**config.mk**
```make
export PLATFORM = sky130hd
export DESIGN_NAME = dec_adjust_alu
export DESIGN_NICKNAME = d
export VERILOG_FILES = /design/src/rtl/dau_pkg.sv /design/src/rtl/dau_binary.sv /design/src/rtl/dau_dec_fix.sv /design/src/rtl/dau_ascii_fix.sv /design/src/rtl/dau_status.sv /design/src/rtl/dec_adjust_alu.sv
export SDC_FILE = /design/constraint.sdc
export NUM_CORES = 1
export LEC_CHECK = 0
export CORE_AREA = 2 2 67 69
export CTS_CLUSTER_DIAMETER = 30
export CTS_CLUSTER_SIZE = 40
export DETAILED_ROUTE_END_ITERATION = 7
export DIE_AREA = 0 0 69 71
export DONT_BUFFER_PORTS = 1
export PLACE_DENSITY = 0.75
export SETUP_SLACK_MARGIN = 0.05
export SKIP_CTS_REPAIR_TIMING = 1
export SYNTH_ARGS = -nofsm -noshare
export SYNTH_HDL_FRONTEND = slang
export SYNTH_SLANG_ARGS = --single-unit
```
**constraint.sdc**
```tcl
create_clock -name clk -period 11.15 [get_ports clk]
set_input_delay 2.23 -clock clk [delete_from_list [all_inputs] [get_ports clk]]
set_output_delay 2.23 -clock clk [all_outputs]
set_load 0.005 [all_outputs]
```
**src/rtl/dau_pkg.sv**
```systemverilog
// Package: shared constants and types for the decimal/ASCII adjust unit.
// Assumes a byte-wide datapath split into two nibbles.
package dau_pkg;
    localparam int DW  = 8;
    localparam int NIB = DW / 2;

    // Operation codes; values are part of the block's external contract.
    typedef enum logic [2:0] {
        OP_ADD  = 3'd0,
        OP_ADC  = 3'd1,
        OP_SUB  = 3'd2,
        OP_SBB  = 3'd3,
        OP_DADJ = 3'd4,
        OP_AADJ = 3'd5,
        OP_RSV6 = 3'd6,
        OP_RSV7 = 3'd7
    } op_e;

    typedef struct packed {
        logic cf;
        logic af;
        logic zf;
        logic sf;
        logic pf;
        logic of;
    } flags_t;
endpackage

```
**src/rtl/dau_binary.sv**
```systemverilog
// Module: binary add/subtract core with carry or borrow in.
// Produces the result, carry/borrow out, nibble carry/borrow and signed overflow.
// Assumes sub_en selects subtraction, in which case cin is a borrow.
module dau_binary
    import dau_pkg::*;
#(
    parameter int W = DW,
    parameter int H = NIB
) (
    input  logic [W-1:0] a,
    input  logic [W-1:0] b,
    input  logic         cin,
    input  logic         sub_en,
    output logic [W-1:0] res,
    output logic         co,
    output logic         ac,
    output logic         ov
);
    logic [W:0]   wide;
    logic [W-1:0] diffbits;

    // Purpose: extended add or subtract so the top bit is carry or borrow.
    always_comb begin
        if (sub_en)
            wide = {1'b0, a} - {1'b0, b} - {{W{1'b0}}, cin};
        else
            wide = {1'b0, a} + {1'b0, b} + {{W{1'b0}}, cin};
    end

    assign res      = wide[W-1:0];
    assign co       = wide[W];
    assign diffbits = a ^ b ^ res;
    assign ac       = diffbits[H];

    // Purpose: signed overflow from operand and result sign bits.
    always_comb begin
        if (sub_en)
            ov = (a[W-1] != b[W-1]) && (res[W-1] != a[W-1]);
        else
            ov = (a[W-1] == b[W-1]) && (res[W-1] != a[W-1]);
    end
endmodule

```
**src/rtl/dau_dec_fix.sv**
```systemverilog
// Module: packed-decimal correction of a byte holding two BCD digits.
// Assumes the byte and flags come from a preceding binary add.
module dau_dec_fix
    import dau_pkg::*;
#(
    parameter int W = DW,
    parameter int H = NIB
) (
    input  logic [W-1:0] val_i,
    input  logic         af_i,
    input  logic         cf_i,
    output logic [W-1:0] val_o,
    output logic         af_o,
    output logic         cf_o
);
    localparam logic [H-1:0] DIGIT_MAX = H'(9);
    localparam logic [W-1:0] BYTE_MAX  = {DIGIT_MAX, DIGIT_MAX};
    localparam logic [W-1:0] LO_STEP   = W'(6);
    localparam logic [W-1:0] HI_STEP   = LO_STEP << H;

    logic lo_fix, hi_fix;

    // Purpose: decide each digit correction from the incoming byte and flags.
    always_comb begin
        lo_fix = (val_i[H-1:0] > DIGIT_MAX) || af_i;
        hi_fix = (val_i > BYTE_MAX) || cf_i;
    end

    // Purpose: apply both corrections and report the resulting flags.
    always_comb begin
        val_o = val_i + (lo_fix ? LO_STEP : '0) + (hi_fix ? HI_STEP : '0);
        af_o  = lo_fix;
        cf_o  = hi_fix;
    end
endmodule

```
**src/rtl/dau_ascii_fix.sv**
```systemverilog
// Module: unpacked-digit correction of AL with carry into AH.
// Assumes AL holds one digit in its low nibble after a binary add.
module dau_ascii_fix
    import dau_pkg::*;
#(
    parameter int W = DW,
    parameter int H = NIB
) (
    input  logic [W-1:0] lo_i,
    input  logic [W-1:0] hi_i,
    input  logic         af_i,
    output logic [W-1:0] lo_o,
    output logic [W-1:0] hi_o,
    output logic         carry_o
);
    localparam logic [H-1:0] DIGIT_MAX = H'(9);
    localparam logic [W-1:0] STEP      = W'(6);

    logic         fix;
    logic [W-1:0] stepped;

    // Purpose: correct AL, clear its upper nibble and bump AH on a decimal carry.
    always_comb begin
        fix     = (lo_i[H-1:0] > DIGIT_MAX) || af_i;
        stepped = lo_i + (fix ? STEP : '0);
        lo_o    = {{(W-H){1'b0}}, stepped[H-1:0]};
        hi_o    = hi_i + {{(W-1){1'b0}}, fix};
        carry_o = fix;
    end
endmodule

```
**src/rtl/dau_status.sv**
```systemverilog
// Module: result-derived status bits (zero, sign, even parity) of a byte.
// Assumes parity covers the whole byte.
module dau_status
    import dau_pkg::*;
#(
    parameter int W = DW
) (
    input  logic [W-1:0] val,
    output logic         zf,
    output logic         sf,
    output logic         pf
);
    // Purpose: derive the three result flags.
    always_comb begin
        zf = (val == '0);
        sf = val[W-1];
        pf = ~(^val);
    end
endmodule

```
**src/rtl/dec_adjust_alu.sv**
```systemverilog
// Module: top of the decimal/ASCII adjust unit. Selects binary add/subtract,
// packed-decimal or unpacked correction, and registers AL, AH and flags.
// Assumes flags are fed back by the surrounding logic between operations.
module dec_adjust_alu
    import dau_pkg::*;
(
    input  logic       clk,
    input  logic       rst_n,
    input  logic [2:0] op_sel,
    input  logic [7:0] acc_lo_i,
    input  logic [7:0] acc_hi_i,
    input  logic [7:0] operand_i,
    input  logic       cf_i,
    input  logic       af_i,
    output logic [7:0] acc_lo_o,
    output logic [7:0] acc_hi_o,
    output logic       cf_o,
    output logic       af_o,
    output logic       zf_o,
    output logic       sf_o,
    output logic       pf_o,
    output logic       of_o
);
    logic [DW-1:0] bin_res;
    logic          bin_co, bin_ac, bin_ov, bin_sub, bin_cin;
    logic [DW-1:0] dec_res;
    logic          dec_af, dec_cf;
    logic [DW-1:0] asc_lo, asc_hi;
    logic          asc_carry;
    logic [DW-1:0] nxt_lo, nxt_hi;
    logic          nxt_cf, nxt_af, nxt_of;
    logic          st_zf, st_sf, st_pf;
    flags_t        flg_q;
    logic [DW-1:0] lo_q, hi_q;

    // Purpose: pick subtract mode and whether the incoming carry takes part.
    always_comb begin
        bin_sub = (op_sel == OP_SUB) || (op_sel == OP_SBB);
        bin_cin = ((op_sel == OP_ADC) || (op_sel == OP_SBB)) ? cf_i : 1'b0;
    end

    dau_binary u_bin (
        .a      (acc_lo_i),
        .b      (operand_i),
        .cin    (bin_cin),
        .sub_en (bin_sub),
        .res    (bin_res),
        .co     (bin_co),
        .ac     (bin_ac),
        .ov     (bin_ov)
    );

    dau_dec_fix u_dec (
        .val_i (acc_lo_i),
        .af_i  (af_i),
        .cf_i  (cf_i),
        .val_o (dec_res),
        .af_o  (dec_af),
        .cf_o  (dec_cf)
    );

    dau_ascii_fix u_asc (
        .lo_i    (acc_lo_i),
        .hi_i    (acc_hi_i),
        .af_i    (af_i),
        .lo_o    (asc_lo),
        .hi_o    (asc_hi),
        .carry_o (asc_carry)
    );

    // Purpose: select the next accumulator pair and arithmetic flags by opcode.
    always_comb begin
        nxt_lo = acc_lo_i;
        nxt_hi = acc_hi_i;
        nxt_cf = cf_i;
        nxt_af = af_i;
        nxt_of = 1'b0;
        case (op_sel)
            OP_ADD, OP_ADC, OP_SUB, OP_SBB: begin
                nxt_lo = bin_res;
                nxt_cf = bin_co;
                nxt_af = bin_ac;
                nxt_of = bin_ov;
            end
            OP_DADJ: begin
                nxt_lo = dec_res;
                nxt_cf = dec_cf;
                nxt_af = dec_af;
            end
            OP_AADJ: begin
                nxt_lo = asc_lo;
                nxt_hi = asc_hi;
                nxt_cf = asc_carry;
                nxt_af = asc_carry;
            end
            default: begin
            end
        endcase
    end

    dau_status u_st (
        .val (nxt_lo),
        .zf  (st_zf),
        .sf  (st_sf),
        .pf  (st_pf)
    );

    // Purpose: output register with synchronous active-low reset.
    always_ff @(posedge clk) begin
        if (!rst_n) begin
            lo_q  <= '0;
            hi_q  <= '0;
            flg_q <= '0;
        end else begin
            lo_q     <= nxt_lo;
            hi_q     <= nxt_hi;
            flg_q.cf <= nxt_cf;
            flg_q.af <= nxt_af;
            flg_q.zf <= st_zf;
            flg_q.sf <= st_sf;
            flg_q.pf <= st_pf;
            flg_q.of <= nxt_of;
        end
    end

    assign acc_lo_o = lo_q;
    assign acc_hi_o = hi_q;
    assign cf_o     = flg_q.cf;
    assign af_o     = flg_q.af;
    assign zf_o     = flg_q.zf;
    assign sf_o     = flg_q.sf;
    assign pf_o     = flg_q.pf;
    assign of_o     = flg_q.of;

    AST_ASCII_UPPER_CLEAR: assert property (@(posedge clk) disable iff (!rst_n)
        ($past(rst_n) && $past(op_sel) == OP_AADJ) |-> (acc_lo_o[7:4] == 4'h0));

    AST_ASCII_FLAGS_EQUAL: assert property (@(posedge clk) disable iff (!rst_n)
        ($past(rst_n) && $past(op_sel) == OP_AADJ) |-> (af_o == cf_o));

    AST_HIGH_BYTE_KEPT: assert property (@(posedge clk) disable iff (!rst_n)
        ($past(rst_n) && $past(op_sel) != OP_AADJ) |-> (acc_hi_o == $past(acc_hi_i)));

    AST_DEC_CARRY_STICKY: assert property (@(posedge clk) disable iff (!rst_n)
        ($past(rst_n) && $past(op_sel) == OP_DADJ && $past(cf_i)) |-> cf_o);

    AST_ADJUST_NO_OVERFLOW: assert property (@(posedge clk) disable iff (!rst_n)
        ($past(rst_n) && $past(op_sel[2])) |-> !of_o);

    AST_RESULT_FLAGS: assert property (@(posedge clk) disable iff (!rst_n)
        $past(rst_n) |-> (zf_o == (acc_lo_o == 8'h00)) && (sf_o == acc_lo_o[7])
                         && (pf_o == ~(^acc_lo_o)));
endmodule

```
==> metrics.cfg, run 1 <==
[drt]
wire_per_inst_um = 15.8
drt_drc_violations_left = 0
routed_wl_mm = 5.17
drtIter0Drc = 123
vias = 2009
first_pass_iters = 4
drt-vias-per-instance = 6.14
ant_nets = 0

[clocking]
clk_pin_slew_ps = 70
cts_tree = done
cts_buffers = 3
h-tree-depth = 1
clockBufferDepth = 2
clock-sinks = 21
cts_root_buffer = clkbuf_8

[critical_path]
cp.required_ps = 11280
cp-end-kind = flop
critPathMostFrequentCell = ha_1
arrival_ps = 6030
cp_max_fo = 9
path_cells = o21ai_0, nand2b_1, ha_1, fa_1, and3_1, xnor2_1, ha_1, inv_1, fa_1, o311ai_0, o21ai_0, or4_1, ha_1, xor2_1, xnor2_1, nor2_1
start_kind = primary input
max_stage_delay_ps = 440
critical_path_class = in2reg
worst_path_max_delay_cell = or4_1

[synthesis]
yosysTopAreaCell = dfxtp_1
synth_flop_cell = dfxtp_1
ys_top_cells_by_area = dfxtp_1 18%, ha_1 16%, fa_1 5.3%
syn_nets = 347
ys_seq_elements = 21
synth_top_area_frac = 0.185
synth_common_cells = 31 x inv_1, 31 x nor2_1, 30 x ha_1
yosysSeqAreaShare = 0.185
yosys_warnings = 0
synth.avg_cell_area_um2 = 8.14
async_reset_ff_frac = 0
synth_cell_type_count = 58
syn-instance-count = 280
synth_area_um2 = 2280
synth_edf_count = 0

[layout]
antennaDiodeCount = 0
drive_gt1_frac = 0.0364
seqCellArea_um2 = 420
area_growth_pct = 3.08
final_nets = 343
fin_cells = 327
multiInputGateArea_um2 = 1700
final.fill_count = 399

[global_route]
overflow = 0
grt_max_degree = 28
use_met2 = 0.360
use_met1 = 0.273
grt_pass1_wl_mm = 8.58
top_usage_layer = met2
grt_pass1_vias = 1855
grt_use_total = 0.211
grt_use_met3 = 0.0385
grt_antenna_before_repair = 0

[placement]
dp_cells = 323
io_buffers = 0
finalWeightedCongestion = 0.929
hpwl_mm = 4.30

[power_and_ir_drop]
power_density_nw_per_um2 = 101
ir_drop_uv = 43.2
leakagePower_uw = 0.00106

[run]
maxCapViolCount = 0

[status]
status = complete, no violations

[timing]
setup_viol = 0
worstMarginPinSlew_ps = 527
slew_headroom = 0.645
rsz0062_at_grt = no
hold_viol = 0
fin_tns_setup_ps = 0
slew_violations = 0
fin_crit_ps = 5900
period_share = 0.529
fmax_ghz = 0.169

[die]
num_rows = 24
ios = 53
initial_core_util = 0.542
chipHeight_um = 71
core_um2 = 4200
die_w_um = 69
dieArea_um2 = 4900

[worst_hold_path]
hp-class = in2reg

where the power goes:
group / leakage (µW) / internal, µW / switching (µW)
logic: 0.000855 / 47.8 / 56.3
registers: 0.000175 / 82.6 / 3.59
clock network: 0.0000255 / 24.8 / 21.9
total: 0.00106 / 155 / 81.8
area by class of cell:
class / instances / area share
Clock buffer: 3 / 0.0176
Clock inverter: 1 / 0.00213
Inverter: 32 / 0.0511
Multi-Input combinational cell: 218 / 0.722
Sequential cell: 21 / 0.179
Tap cell: 52 / 0.0277
metal layers:
| metal | up-vias | share of wire |
|---|---|---|
| li1 | 993 | - |
| met1 | 936 | 0.43 |
| met2 | 74 | 0.48 |
| met3 | 6 | 0.075 |
| met4 | 0 | 0.015 |
| met5 | - | 0 |
state kept, by name, indices dropped and copies added (netlist names):
register  flops
pf_o          1
acc_hi_o      8
of_o          1
zf_o          1
sf_o          1
af_o          1
acc_lo_o      7
cf_o          1
kinds of logic (layout without fill, tap and decap cells):
logic type	Yosys count	after routing	synth area share
adders and majority gates	36	36	0.217
AOI/OAI and AO/OA	64	64	0.205
buffers and inverters	41	36	0.0708
muxes	12	12	0.0588
xor gates and xnor gates	18	18	0.0692
DFF	21	21	0.185
and+or+nand+nor	88	88	0.194
final timing paths:
| path | cells after the start | slack, ps | end | start |
|---|---|---|---|---|
| max | 16 | 5250 | pf_o$_SDFF_PN0_ | acc_lo_i[1] |
| min | 2 | 2110 | zf_o$_SDFF_PN0_ | rst_n |
stage by stage:
step                hold WS, ps  utilization  instance area [µm²]  total power, µW  setup WS, ps
global placement           2380        0.548                 2300              190          5280
detailed placement         2380        0.548                 2300              191          5040
CTS                        2110        0.559                 2350              239          5300
finish                     2110        0.559                 2350              237          5250
global route               2110        0.559                 2350              255          5040
floorplan                  2370            -                 2280              175          5410
worst max-delay path: cells and delay by family:
kind | cells | cell delay (ps)
xor+xnor | 3 | 440
fa+ha+maj | 5 | 1550
compound gates | 3 | 810
simple gates | 4 | 950
buf+inv | 1 | 50
cells in the final DEF, fill, tap and decap left out, types with 3 or more instances in the layout:
cell	count
nor2_1	31
ha_1	30
xor2_1	7
clkbuf_8	3
o211ai_1	5
nor2b_1	4
nand2b_1	5
a21o_1	5
o2111ai_1	3
xnor2_1	11
nor4_1	3
mux2i_1	10
o311ai_0	3
inv_1	31
o21ai_0	9
dfxtp_1	21
and3_1	5
nand3_1	9
fa_1	6
a211oi_1	4
nor3_1	4
nand2_1	13
a21oi_1	12
No activity file was read; power rests on OpenSTA's default activity.
==> inputs of run 2 (changes only) <==
--- a/config.mk
+++ b/config.mk
@@ -11,7 +11,7 @@
 export DETAILED_ROUTE_END_ITERATION = 7
 export DIE_AREA = 0 0 69 71
 export DONT_BUFFER_PORTS = 1
-export PLACE_DENSITY = 0.75
+export PLACE_DENSITY = 0.78
 export SETUP_SLACK_MARGIN = 0.05
 export SKIP_CTS_REPAIR_TIMING = 1
 export SYNTH_ARGS = -nofsm -noshare
==> constraint.sdc (replaced) <==
create_clock -name clk -period 4.7 [get_ports clk]
set_input_delay 0.94 -clock clk [delete_from_list [all_inputs] [get_ports clk]]
set_output_delay 0.94 -clock clk [all_outputs]
set_load 0.005 [all_outputs]
==> run 2 against run 1 <==
  * Hold slack worse by 1300 ps
  * Critical path type unchanged
  * Die area did not move
  * Non-clock buffer count rose by 4
  * Count of clock-buffer cells in the layout is 1 higher
  * Critical endpoint unchanged
  * Design area is 1.2% higher
  * First-iteration DRC count up 2.4%
  * Sequential share of layout area decreased by 0.22 points
  * Clock power up 140%
  * Combinational power increased by 140%
  * Via count is 0.30% lower
  * Final cell count increased by 1.2%
  * Sequential power up 140%
==> metrics.cfg, run 2 (synthesis gave the netlist of run 1 again) <==
[timing]
period_share = 0.910
fin_tns_setup_ps = 0
fin_crit_ps = 4280
slew_violations = 0
setup_viol = 0
rsz0062_at_grt = no
hold_viol = 0
slew_headroom = 0.632
worstMarginPinSlew_ps = 548
fmax_ghz = 0.234

[drt]
first_pass_iters = 4
routed_wl_mm = 5.18
wire_per_inst_um = 15.6
vias = 2003
drt_drc_violations_left = 0
ant_nets = 0
drtIter0Drc = 126
drt-vias-per-instance = 6.05

[layout]
drive_gt1_frac = 0.0466
antennaDiodeCount = 0
multiInputGateArea_um2 = 1700
post-route-util = 0.565
final.fill_count = 381
largest_reg_flops = 8
area_growth_pct = 4.34
final_nets = 347
seqCellArea_um2 = 420
layout_common_cells = 31 x nor2_1, 31 x inv_1, 30 x ha_1

[power_and_ir_drop]
leakagePower_uw = 0.00107
ir_drop_uv = 105
power_density_nw_per_um2 = 239

[die]
initial_core_util = 0.542
num_rows = 24
ios = 53
dieArea_um2 = 4900
chipHeight_um = 71
core_um2 = 4200
die_w_um = 69

[placement]
hpwl_mm = 4.32
io_buffers = 0
finalWeightedCongestion = 0.958

[clocking]
clock-sinks = 21
h-tree-depth = 1
clockBufferDepth = 2
cts_tree = done
cts_root_buffer = clkbuf_8
cts_buffers = 3
clk_pin_slew_ps = 60

[critical_path]
path_cells = o21ai_0, nand2b_1, ha_1, fa_1, and3_1, xnor2_1, ha_1, inv_1, fa_1, o311ai_1, o21ai_0, or4_1, ha_1, xor2_1, xnor2_1, nor2_1
arrival_ps = 4400
start_kind = primary input
cp-end-kind = flop
cp.required_ps = 4820
worst_path_max_delay_cell = fa_1
critical_path_class = in2reg
crit_path_end = pf_o$_SDFF_PN0_
critPathMostFrequentCell = ha_1
max_stage_delay_ps = 430
startpoint = acc_lo_i[1]
cp_max_fo = 9

[global_route]
grt_antenna_before_repair = 0
grt_use_total = 0.221
grt_pass1_wl_mm = 9.05
grt_pass1_vias = 2012
overflow = 0
grt_max_degree = 28

[run]
maxCapViolCount = 0

[worst_hold_path]
hp-class = in2reg

[status]
status = complete, no violations

-- run 2: changes by cell type in the layout (fill, tap and decap cells not counted) --
cell      change
buf_4         +4
clkbuf_1      +1
clkinv_2      -1
o311ai_0      -1
o311ai_1      +1
-- run 2: routing by layer --
metal	vias up	global-route usage	routed length, µm
met5	-	0	0
met4	0	0.0501	74
met3	8	0.0484	384
met2	78	0.376	2440
met1	921	0.288	2280
li1	996	-	-
-- run 2: worst min-delay path by stage --
| stage | startpoint | to | slack (ps) | cells past startpoint |
|---|---|---|---|---|
| 3_5_place_dp | rst_n | zf_o$_SDFF_PN0_ | 1090 | 2 |
| 4_1_cts | rst_n | zf_o$_SDFF_PN0_ | 820 | 2 |
| 2_1_floorplan | acc_hi_i[0] | acc_hi_o[0]$_SDFF_PN0_ | 1080 | 2 |
| 3_3_place_gp | rst_n | zf_o$_SDFF_PN0_ | 1090 | 2 |
| 6_report | rst_n | zf_o$_SDFF_PN0_ | 830 | 2 |
| 5_1_grt | rst_n | zf_o$_SDFF_PN0_ | 820 | 2 |
-- run 2: through the flow --
step / worst slack [ps] / hold slack (ps) / cell area, µm² / total power, µW / cells
global route: 60.4 / 820 / 2380 / 612 / 331
global placement: 200 / 1090 / 2310 / 451 / 324
finish: 423 / 827 / 2380 / 567 / 331
detailed placement: 48.0 / 1090 / 2310 / 456 / 324
floorplan: 253 / 1080 / 2280 / 415 / 280
CTS: 325 / 824 / 2350 / 565 / 328
-- run 2: report_power, final --
| group | switching, µW | total, µW | leakage, µW | internal (µW) |
|---|---|---|---|---|
| Combinational | 135 | 252 | 0.000874 | 117 |
| Sequential | 8.79 | 205 | 0.000175 | 196 |
| Clock | 50.3 | 110 | 0.0000228 | 60.0 |
-- run 2: worst max-delay path: cells and delay by family --
| family | cells | cell delay (ps) |
|---|---|---|
| and+or+nand+nor | 4 | 870 |
| adders and majority gates | 5 | 1550 |
| buffers and inverters | 1 | 50 |
| xor gates and xnor gates | 3 | 430 |
| AOI/OAI and AO/OA | 3 | 570 |
-- run 2: final cells by class --
class | instances | share of cell area
sequential | 21 | 0.177
tap | 52 | 0.0274
inverter | 32 | 0.0505
multi-input combinational | 218 | 0.714
clock buffer | 4 | 0.0189
timing repair buffer | 4 | 0.0126
==> inputs of run 3 (changes only) <==
==> constraint.sdc (replaced) <==
create_clock -name clk -period 4.7 [get_ports clk]
set_input_delay 0.235 -clock clk [delete_from_list [all_inputs] [get_ports clk]]
set_output_delay 0.235 -clock clk [all_outputs]
set_load 0.005 [all_outputs]
==> run 3 against run 2 <==
  * Global-route usage shrank 0.66 points
  * Utilization shrank 0.71 points
  * Count of clock-buffer cells in the layout is the same
  * Critical endpoint unchanged
  * Largest power group unchanged
==> metrics.cfg, run 3 (synthesis gave the netlist of run 1 again) <==
[timing]
fin_ws_ps = 926
fin_tns_setup_ps = 0
fin_crit_ps = 3770
hold_viol = 0
slew_violations = 0
rsz0062_at_grt = no
setup_viol = 0
period_share = 0.803
slew_headroom = 0.636
fmax_ghz = 0.265
worstMarginPinSlew_ps = 539

[die]
chipHeight_um = 71
core_um2 = 4200
die_w_um = 69
ios = 53
dieArea_um2 = 4900
initial_core_util = 0.542
num_rows = 24

[layout]
drive_gt1_frac = 0.0327
area_growth_pct = 3.02
final.fill_count = 397
final_cell_area_um2 = 2350
largest_reg_flops = 8
final_nets = 343
layout_common_cells = 31 x nor2_1, 31 x inv_1, 30 x ha_1
fin_cells = 327
antennaDiodeCount = 0

[power_and_ir_drop]
switching_share = 0.345
clkPwrFrac = 0.196
p_sw_uw = 195
power_density_nw_per_um2 = 241
leakagePower_uw = 0.00105
intPower_uw = 370
p_comb_frac = 0.441
ir_drop_uv = 83.1
seq_power_share = 0.363

[clocking]
clk_pin_slew_ps = 60
cts_root_buffer = clkbuf_8
cts_tree = done
h-tree-depth = 1
cts_buffers = 3
clockBufferDepth = 2
clock-sinks = 21

[status]
status = complete, no violations

[drt]
ant_nets = 0
drtIter0Drc = 149
first_pass_iters = 4
routed_wl_mm = 5.20
drt_drc_violations_left = 0
vias = 2004
drt-vias-per-instance = 6.13
wire_per_inst_um = 15.9

[placement]
place_ws_ps = 679
io_buffers = 0
finalWeightedCongestion = 0.959
dp_cells = 323
hpwl_mm = 4.29
place_area_um2 = 2300

[worst_hold_path]
min_from = rst_n
hold_path_depth = 2
hp-class = in2reg
hold_end = zf_o$_SDFF_PN0_

[global_route]
grt_pass1_wl_mm = 8.75
grt_max_degree = 28
overflow = 0
grt_antenna_before_repair = 0
grt_pass1_vias = 1910
grt_use_total = 0.214

[critical_path]
arrival_ps = 3900
critical_path_class = in2reg
start_kind = primary input
cp.required_ps = 4820
cp-end-kind = flop
cp_max_fo = 9

[run]
maxCapViolCount = 0

## run 3: changes by cell type in the layout (fill, tap and decap cells not counted), sizes merged
cell,delta
buf,-4
## run 3: worst max-delay path by stage
| stage | end | from | cells after the start | slack [ps] |
|---|---|---|---|---|
| 2_1_floorplan | pf_o$_SDFF_PN0_ | acc_lo_i[1] | 16 | 960 |
| 3_3_place_gp | pf_o$_SDFF_PN0_ | acc_lo_i[1] | 16 | 810 |
| 3_5_place_dp | pf_o$_SDFF_PN0_ | acc_lo_i[1] | 16 | 680 |
| 4_1_cts | pf_o$_SDFF_PN0_ | acc_lo_i[1] | 16 | 910 |
| 5_1_grt | pf_o$_SDFF_PN0_ | acc_lo_i[1] | 16 | 500 |
| 6_report | pf_o$_SDFF_PN0_ | acc_lo_i[1] | 16 | 930 |
## run 3: cell type report
class,instances,area (µm²),area share
Clock buffer,4,45.0,0.0192
Inverter,32,120,0.0512
Multi-Input combinational cell,218,1700,0.723
Sequential cell,21,420,0.179
Tap cell,52,65.1,0.0277
## run 3: per-layer routing
metal / up-vias / routed length (µm) / global-route usage
met4: 0 / 49 / 0.0436
met5: - / 0 / 0
met3: 6 / 490 / 0.0385
met1: 917 / 2210 / 0.287
met2: 87 / 2450 / 0.364
li1: 994 / - / -
## run 3: through the flow
step	hold slack (ps)	utilization	power (µW)
after detailed placement	383	0.548	455
final	117	0.558	565
after floorplan	379	-	415
after CTS	118	0.558	566
after global routing	117	0.558	606
after global placement	382	0.548	449
## run 3: power by group through the flow
| stage | registers, µW | logic, µW | clock network [µW] |
|---|---|---|---|
| after global placement | 209 | 240 | 0 |
| final | 205 | 249 | 111 |
| after detailed placement | 210 | 245 | 0 |
| after global routing | 207 | 280 | 119 |
| after CTS | 206 | 248 | 113 |
| after floorplan | 207 | 208 | 0 |
## run 3: worst max-delay path: stages
cell and delay, ps:
o21ai_0 270, nand2b_1 230, ha_1 270, fa_1 370, and3_1 220, xnor2_1 140, ha_1 160, inv_1 50
fa_1 430, o311ai_0 260, o21ai_0 160, or4_1 430, ha_1 320, xor2_1 170, xnor2_1 130, nor2_1 50
